===== config.mk =====
export PLATFORM = sky130hd
export DESIGN_NAME = dp_alu
export DESIGN_NICKNAME = d
export VERILOG_FILES = /design/src/rtl/dp_alu_pkg.sv /design/src/rtl/dp_alu_decode.sv /design/src/rtl/dp_alu_adder.sv /design/src/rtl/dp_alu_logic.sv /design/src/rtl/dp_alu_flag_reg.sv /design/src/rtl/dp_alu.sv
export SDC_FILE = /design/constraint.sdc
export NUM_CORES = 1
export LEC_CHECK = 0
export BUFFER_PORTS_ARGS = -buffer_cell sky130_fd_sc_hd__clkbuf_2
export CORE_UTILIZATION = 53
export CTS_BUF_LIST = sky130_fd_sc_hd__clkbuf_8
export DETAILED_ROUTE_END_ITERATION = 8
export PLACE_DENSITY = 0.82
export SYNTH_ARGS = -nofsm -noshare
export SYNTH_HDL_FRONTEND = slang
export SYNTH_HIERARCHICAL = 1
export SYNTH_SLANG_ARGS = --single-unit

===== constraint.sdc =====
create_clock -name clk_i -period 5.4 [get_ports clk_i]
set_input_delay 0.81 -clock clk_i [delete_from_list [all_inputs] [get_ports clk_i]]
set_output_delay 0.81 -clock clk_i [all_outputs]
set_load 0.03 [all_outputs]

===== src/rtl/dp_alu_pkg.sv =====
package dp_alu_pkg;
  typedef enum logic [3:0] {
    OP_AND = 4'b0000, OP_EOR = 4'b0001, OP_SUB = 4'b0010, OP_RSB = 4'b0011,
    OP_ADD = 4'b0100, OP_ADC = 4'b0101, OP_SBC = 4'b0110, OP_RSC = 4'b0111,
    OP_TST = 4'b1000, OP_TEQ = 4'b1001, OP_CMP = 4'b1010, OP_CMN = 4'b1011,
    OP_ORR = 4'b1100, OP_MOV = 4'b1101, OP_BIC = 4'b1110, OP_MVN = 4'b1111
  } alu_op_e;

  typedef enum logic [1:0] {CIN_ZERO, CIN_ONE, CIN_FLAG} cin_sel_e;

  typedef enum logic [2:0] {LG_AND, LG_EOR, LG_ORR, LG_MOV, LG_BIC, LG_MVN} logic_sel_e;

  typedef struct packed {
    logic n;
    logic z;
    logic c;
    logic v;
  } flags_t;

  typedef struct packed {
    logic       arith;
    logic       no_wb;
    logic       swap;
    logic       inv_b;
    cin_sel_e   cin_sel;
    logic_sel_e lg_sel;
  } dec_t;
endpackage


===== src/rtl/dp_alu_decode.sv =====
module dp_alu_decode
  import dp_alu_pkg::*;
(
  input  logic [3:0] opcode_i,
  output dec_t       dec_o
);
  alu_op_e op;
  assign op = alu_op_e'(opcode_i);

  always_comb begin
    dec_o         = '0;
    dec_o.cin_sel = CIN_ZERO;
    dec_o.lg_sel  = LG_AND;
    dec_o.no_wb   = (opcode_i[3:2] == 2'b10);
    unique case (op)
      OP_ADD, OP_CMN: dec_o.arith = 1'b1;
      OP_ADC: begin
        dec_o.arith   = 1'b1;
        dec_o.cin_sel = CIN_FLAG;
      end
      OP_SUB, OP_CMP: begin
        dec_o.arith   = 1'b1;
        dec_o.inv_b   = 1'b1;
        dec_o.cin_sel = CIN_ONE;
      end
      OP_SBC: begin
        dec_o.arith   = 1'b1;
        dec_o.inv_b   = 1'b1;
        dec_o.cin_sel = CIN_FLAG;
      end
      OP_RSB: begin
        dec_o.arith   = 1'b1;
        dec_o.swap    = 1'b1;
        dec_o.inv_b   = 1'b1;
        dec_o.cin_sel = CIN_ONE;
      end
      OP_RSC: begin
        dec_o.arith   = 1'b1;
        dec_o.swap    = 1'b1;
        dec_o.inv_b   = 1'b1;
        dec_o.cin_sel = CIN_FLAG;
      end
      OP_AND, OP_TST: dec_o.lg_sel = LG_AND;
      OP_EOR, OP_TEQ: dec_o.lg_sel = LG_EOR;
      OP_ORR:         dec_o.lg_sel = LG_ORR;
      OP_MOV:         dec_o.lg_sel = LG_MOV;
      OP_BIC:         dec_o.lg_sel = LG_BIC;
      OP_MVN:         dec_o.lg_sel = LG_MVN;
      default:        dec_o.lg_sel = LG_AND;
    endcase
  end
endmodule


===== src/rtl/dp_alu_adder.sv =====
module dp_alu_adder #(
  parameter int unsigned WIDTH = 32
) (
  input  logic [WIDTH-1:0] a_i,
  input  logic [WIDTH-1:0] b_i,
  input  logic             cin_i,
  output logic [WIDTH-1:0] sum_o,
  output logic             cout_o,
  output logic             ovf_o
);
  localparam int unsigned MSB = WIDTH - 1;

  always_comb begin
    {cout_o, sum_o} = {1'b0, a_i} + {1'b0, b_i} + {{WIDTH{1'b0}}, cin_i};
    // overflow: like-signed inputs giving an opposite-signed sum
    ovf_o = (a_i[MSB] == b_i[MSB]) && (sum_o[MSB] != a_i[MSB]);
  end
endmodule


===== src/rtl/dp_alu_logic.sv =====
module dp_alu_logic
  import dp_alu_pkg::*;
#(
  parameter int unsigned WIDTH = 32
) (
  input  logic_sel_e       sel_i,
  input  logic [WIDTH-1:0] rn_i,
  input  logic [WIDTH-1:0] op2_i,
  output logic [WIDTH-1:0] res_o
);
  always_comb begin
    unique case (sel_i)
      LG_AND:  res_o = rn_i & op2_i;
      LG_EOR:  res_o = rn_i ^ op2_i;
      LG_ORR:  res_o = rn_i | op2_i;
      LG_MOV:  res_o = op2_i;
      LG_BIC:  res_o = rn_i & ~op2_i;
      LG_MVN:  res_o = ~op2_i;
      default: res_o = '0;
    endcase
  end
endmodule


===== src/rtl/dp_alu_flag_reg.sv =====
module dp_alu_flag_reg
  import dp_alu_pkg::*;
(
  input  logic   clk_i,
  input  logic   rst_ni,
  input  logic   en_i,
  input  flags_t d_i,
  output flags_t q_o
);
  always_ff @(posedge clk_i or negedge rst_ni) begin
    if (!rst_ni)   q_o <= '0;
    else if (en_i) q_o <= d_i;
  end
endmodule


===== src/rtl/dp_alu.sv =====
module dp_alu
  import dp_alu_pkg::*;
#(
  parameter int unsigned DATA_W = 32
) (
  input  logic              clk_i,
  input  logic              rst_ni,
  input  logic              valid_i,
  input  logic [3:0]        opcode_i,
  input  logic [DATA_W-1:0] rn_i,
  input  logic [DATA_W-1:0] op2_i,
  input  logic              shift_carry_i,
  input  logic              carry_i,
  input  logic              set_flags_i,
  output logic [DATA_W-1:0] result_o,
  output logic              rd_we_o,
  output logic [3:0]        next_flags_o,
  output logic [3:0]        flags_o
);
  localparam int unsigned MSB = DATA_W - 1;

  dec_t              dec;
  logic [DATA_W-1:0] opa, opb_raw, opb, sum, lres;
  logic              cin, cout, ovf, upd;
  flags_t            flags_q, flags_calc, flags_d;

  dp_alu_decode i_decode (
    .opcode_i (opcode_i),
    .dec_o    (dec)
  );

  // operand routing: reverse forms swap, subtract forms invert the subtrahend
  always_comb begin
    opa     = dec.swap ? op2_i : rn_i;
    opb_raw = dec.swap ? rn_i  : op2_i;
    opb     = dec.inv_b ? ~opb_raw : opb_raw;
    unique case (dec.cin_sel)
      CIN_ONE:  cin = 1'b1;
      CIN_FLAG: cin = carry_i;
      default:  cin = 1'b0;
    endcase
  end

  dp_alu_adder #(.WIDTH(DATA_W)) i_adder (
    .a_i    (opa),
    .b_i    (opb),
    .cin_i  (cin),
    .sum_o  (sum),
    .cout_o (cout),
    .ovf_o  (ovf)
  );

  dp_alu_logic #(.WIDTH(DATA_W)) i_logic (
    .sel_i (dec.lg_sel),
    .rn_i  (rn_i),
    .op2_i (op2_i),
    .res_o (lres)
  );

  assign result_o = dec.arith ? sum : lres;
  assign rd_we_o  = valid_i & ~dec.no_wb;
  assign upd      = valid_i & (set_flags_i | dec.no_wb);

  always_comb begin
    flags_calc.n = result_o[MSB];
    flags_calc.z = ~|result_o;
    flags_calc.c = dec.arith ? cout : shift_carry_i;
    flags_calc.v = dec.arith ? ovf  : flags_q.v;
    flags_d      = upd ? flags_calc : flags_q;
  end

  dp_alu_flag_reg i_flag_reg (
    .clk_i  (clk_i),
    .rst_ni (rst_ni),
    .en_i   (upd),
    .d_i    (flags_calc),
    .q_o    (flags_q)
  );

  assign next_flags_o = flags_d;
  assign flags_o      = flags_q;
endmodule


Word level (Yosys, flattened, before mapping)
Index checks and enable logic that the tools add are counted.
{ "classes": {"addsub": 2, "eq_ne": 24, "mux": 14, "bitwise_logic": 10, "reduce_logical": 10} }
{ "ops": {"columns": ["operator", "n"], "rows": [
  ["32-bit one-hot mux with 6 select lines", 1],
  ["32-bit two-way mux", 4],
  ["32-bit bitwise AND", 2],
  ["32-bit NOT", 2],
  ["32-bit by 32-bit adder with 33-bit output", 1],
  ["33-bit by 1-bit adder with 33-bit output", 1],
  ["32-bit bitwise OR", 1],
  ["32-bit OR reduction", 1],
  ["32-bit XOR", 1],
  ["4-bit equality test, second input constant", 7],
  ["4-bit by 3-bit equality test with 1-bit output, second input constant", 4],
  ["3-bit one-hot mux with 5 select lines", 1],
  ["4-bit by 2-bit equality test with 1-bit output, second input constant", 2],
  ["8-bit OR reduction", 1],
  ["3-bit by 2-bit equality test with 1-bit output, second input constant", 2],
  ["3-bit equality test, second input constant", 2],
  ["3-bit OR reduction", 2],
  ["1-bit two-way mux", 5],
  ["5-bit OR reduction", 1],
  ["2-bit equality test, second input constant", 2],
  ["4-bit by 1-bit equality test with 1-bit output, second input constant", 1],
  ["4-bit two-way mux", 1],
  ["2-bit one-hot mux with 2 select lines", 1],
  ["2-bit OR reduction", 2],
  ["other kinds (11)", 12]
]} }
{ "totals": {"reg_bits": 4, "in_bits": 74, "wordCells": 64} }

Depth between registers and ports, before layout
{ "logic_depth": {"depth_word": 12, "depth_mapped": 20} }

Modules after synthesis
The synthesis kept the hierarchy.
{ "modules_own_cells": {"columns": ["module", "instances", "cells_per_inst", "area_each_um2"], "rows": [
  ["dp_alu_logic", 1, 313, 2000.7],
  ["dp_alu_adder", 1, 238, 1744.2],
  ["dp_alu", 1, 185, 1685.4],
  ["dp_alu_flag_reg", 1, 8, 145.1],
  ["dp_alu_decode", 1, 15, 75.1]
]} }

Least setup slack after synthesis
Ideal clock, no wire load.
{ "synth_timing": {"kind": "in2out", "from": "input port opcode_i[1]", "to": "output port next_flags_o[2]", "t_arrival_ns": 5.067, "required_ns": 4.590, "path_slack_ns": -0.477, "path_stages": 18, "n_path_buf": 2, "cell_sequence": "nand2_1 nor2_1 buf_2 buf_2 mux2_2 fa_1 fa_1 a21o_1 nand4_1 a211oi_2 nor4_4 o21ai_2 a311oi_2 xnor2_1 nor4b_1 nand4_1 o22a_1 o31ai_2"} }
{ "synth_rtl": {"columns": ["item", "line_no", "source"], "rows": [
  ["start: declaration", "dp_alu.sv:9", "input logic [3:0] opcode_i,"],
  ["end: declaration", "dp_alu.sv:17", "output logic [3:0] next_flags_o,"]
]} }

==> impl_metrics.env <==
export IMPL_status="complete, but fails checks"
export IMPL_violations="negative setup slack"
export IMPL_synth_commonest_cells="mux2_2, inv_1, ha_1, nor2_1, a21oi_1"
export IMPL_globalRouteOverflowTotal=0
export IMPL_path_delay_family="simple AND/OR/NAND/NOR gates"
export IMPL_power_total_mw=1.65
export IMPL_yosysWarnings=6
export IMPL_antenna_found_initial=0
export IMPL_drive_gt1_share_pct=39.9
export IMPL_drc_errors=0
export IMPL_largestRegisters="i_flag_reg/q_o x4"
export IMPL_intPower_mw=0.782
export IMPL_holdWs_ps=387
export IMPL_grt_max_degree=66
export IMPL_drt_iter0_drc=588
export IMPL_yosysMostFrequentCell="mux2_2"
export IMPL_worst_setup_path_type="in -> out"
export IMPL_hold_class="in -> async"
export IMPL_netlist_area_um2=5650
export IMPL_core_area_um2=10300
export IMPL_ant_nets=0
export IMPL_nets=1100
export IMPL_placed_area_um2=7080
export IMPL_path_max_fanout=5
export IMPL_fin_cells=1093
export IMPL_worstSkewPairLatency_ps=220
export IMPL_required_ps=4590
export IMPL_pre_cts_slack_ps=-459
export IMPL_synth_edf_count=0
export IMPL_diodes=0
export IMPL_largest_register="i_flag_reg/q_o"
export IMPL_wl_per_cell_um=17.6
export IMPL_tightest_slew_ps=939
export IMPL_cpPeakStageDelay_ps=480
export IMPL_first_global_vias=6274
export IMPL_multiInputGateArea_um2=5180
export IMPL_drv_slew=0
export IMPL_start_util_pct=54.7
export IMPL_drt_pass1_iterations=5
export IMPL_finalSetupTns_ps=-315
export IMPL_max_slew_margin_rel_pct=37.0
export IMPL_rows=37
export IMPL_clock_fmax_ghz=0.175
export IMPL_post_synth_top_area_fraction_pct=14.5
export IMPL_pwr_density_cell_nw_per_um2=223
export IMPL_cp_num_buf_inv=3
export IMPL_drt_total_wl_mm=19.3
export IMPL_p_leak_nw=3.47
export IMPL_synthFlopType="dfrtp_1"
export IMPL_setup_viol=1
export IMPL_gr_usage_all_layers_pct=32.2
export IMPL_cpMaxStageDelayCell="or4b_1"
export IMPL_num_io_pins=115
export IMPL_dieWidth_um=105
export IMPL_hold_violations=0
export IMPL_vdd_drop_max_mv=0.260
export IMPL_sw_frac_of_total_pct=52.7
export IMPL_final_area_um2=7420
export IMPL_area_growth_pct=31.3
export IMPL_seq_area_um2=100
export IMPL_syn_nets=900
export IMPL_chipHeight_um=105
export IMPL_routed_via_density=6.10
export IMPL_vias=6668
export IMPL_netlist_instances=759
export IMPL_synthTopCellsByArea="mux2_2, ha_1, xnor2_1"
export IMPL_startpoint_type="input pin"
export IMPL_clock_path_buffers=2
export IMPL_setup_worst_path_start="opcode_i[3]"
export IMPL_p_switching_mw=0.871
export IMPL_fillCellCount=820
export IMPL_fin_ws_ps=-315
export IMPL_cts_buffers_inserted=3
export IMPL_timing_final_crit_share_pct=106
export IMPL_placement_io_buffers=114
export IMPL_rsz0062_at_grt="yes"
export IMPL_crit_path_end_kind="primary output"
export IMPL_place_gp_congestion=1.00
export IMPL_seqPwrFrac_pct=2.8
export IMPL_cts_root_buf="clkbuf_8"
export IMPL_largest_reg_flops=4
export IMPL_synth_seq_cells=4
export IMPL_clkPwrFrac_pct=3.9
export IMPL_clock_sinks=4
export IMPL_grt_pass1_wl_mm=29.6
export IMPL_avgSynthCellArea_um2=7.44
export IMPL_yosys_cell_types_count=77
export IMPL_cp_arrival_ps=4910
export IMPL_cp_cell_sequence="clkbuf_4, nand2b_4, nor2_2, inv_1, ha_1, a21oi_2, nor2_1, fa_2, fa_2, a21o_1, nand4_1, a211oi_2, nor4_4, o31ai_2, a21oi_2, xnor2_1, or4b_1, o22ai_2, nand2_2, o31ai_4, clkbuf_8"
export IMPL_dp_cells=1084
export IMPL_fp_dieArea_um2=11100
export IMPL_cap_violations=0
export IMPL_hpwl_mm=14.3
export IMPL_reg2reg_from="i_flag_reg/q_o[0]"
export IMPL_cts_tree="done"
export IMPL_period_needed_ps=5720
export IMPL_clk_pin_slew_ps=30
export IMPL_yosysTopAreaCell="mux2_2"
export IMPL_h_tree_depth=1
export IMPL_yosysSeqAreaShare_pct=1.77
export IMPL_fin_worst_skew_ps=0
export IMPL_ys_async_sr_fraction_pct=100
export IMPL_comb_power_share_pct=93.3
export IMPL_utilization_pct=71.9
==> routing by layer <==
layer / routed length (um) / track usage, % / vias up
li1: - / - / 3185
met1: 8410 / 43.7 / 3119
met2: 8830 / 53.9 / 313
met3: 1410 / 2.66 / 51
met4: 606 / 9.96 / 0
met5: 0 / 0 / -
==> worst reg2reg max path, cell delays in order, from the launching register on <==
cell and delay [ps]:
dfrtp_1 390, mux2_2 270, mux2_2 260
==> cell usage in the layout (no fill, tap or decap), drive strengths merged, types with 8 or more instances in the layout <==
cell | netlist | routed
a21oi | 60 | 60
mux2 | 74 | 74
xor2 | 8 | 8
mux2i | 33 | 33
o221ai | 17 | 17
o211ai | 22 | 22
a32oi | 12 | 12
o32a | 12 | 12
xnor2 | 51 | 51
nand3 | 8 | 8
buf | 38 | 128
inv | 72 | 72
nor2 | 62 | 62
nor3 | 9 | 9
or2 | 14 | 14
ha | 65 | 65
o21ai | 36 | 36
a21o | 15 | 15
nand2 | 45 | 45
nor2b | 9 | 9
nor4 | 12 | 12
clkbuf | 9 | 117
==> area by class of cell <==
type                       count  area share [%]
inverter                      72            3.64
multi-input combinational    636            69.8
timing repair buffer         242            22.3
clock buffer                   3           0.556
tap                          136            2.29
sequential                     4            1.35
==> power groups by stage <==
| stage | clock (mW) | combinational (mW) | sequential [mW] |
|---|---|---|---|
| global route | 0.0704 | 1.65 | 0.0468 |
| CTS | 0.0669 | 1.48 | 0.0456 |
| global placement | 0 | 1.44 | 0.0449 |
| detailed placement | 0 | 1.46 | 0.0459 |
| floorplan | 0 | 0.905 | 0.0611 |
| finish | 0.0650 | 1.54 | 0.0455 |
==> cell families (layout without fill, tap and decap cells) <==
| family | Yosys count | count (layout) | synth area share [%] |
|---|---|---|---|
| DFF | 4 | 4 | 1.77 |
| adders and majority gates | 67 | 67 | 15.1 |
| xor gates and xnor gates | 59 | 59 | 9.15 |
| muxes | 107 | 107 | 20.6 |
| and+or+nand+nor | 189 | 189 | 17.0 |
| AOI/OAI and AO/OA | 214 | 214 | 26.6 |
| buffers and inverters | 119 | 317 | 9.81 |
==> final timing paths <==
| kind | end | slack, ps | cells past startpoint |
|---|---|---|---|
| max | next_flags_o[2] | -320 | 21 |
| min | i_flag_reg/q_o[2] | 390 | 1 |
| max reg2reg | i_flag_reg/q_o[0] | 4360 | 2 |
| min reg2reg | i_flag_reg/q_o[3] | 540 | 1 |
| max in group asynchronous | i_flag_reg/q_o[1] | 4890 | 1 |
| min in group clk_i | i_flag_reg/q_o[3] | 540 | 1 |
==> repair_timing <==
action                                  CTS  global route
hold buffers                              0             0
gates resized for setup                  10            42
gates cloned                              0             4
pin swaps                                10             9
endpoints found under the setup margin    2             6
setup buffers                             0             2
No activity file was read; power rests on OpenSTA's default activity.
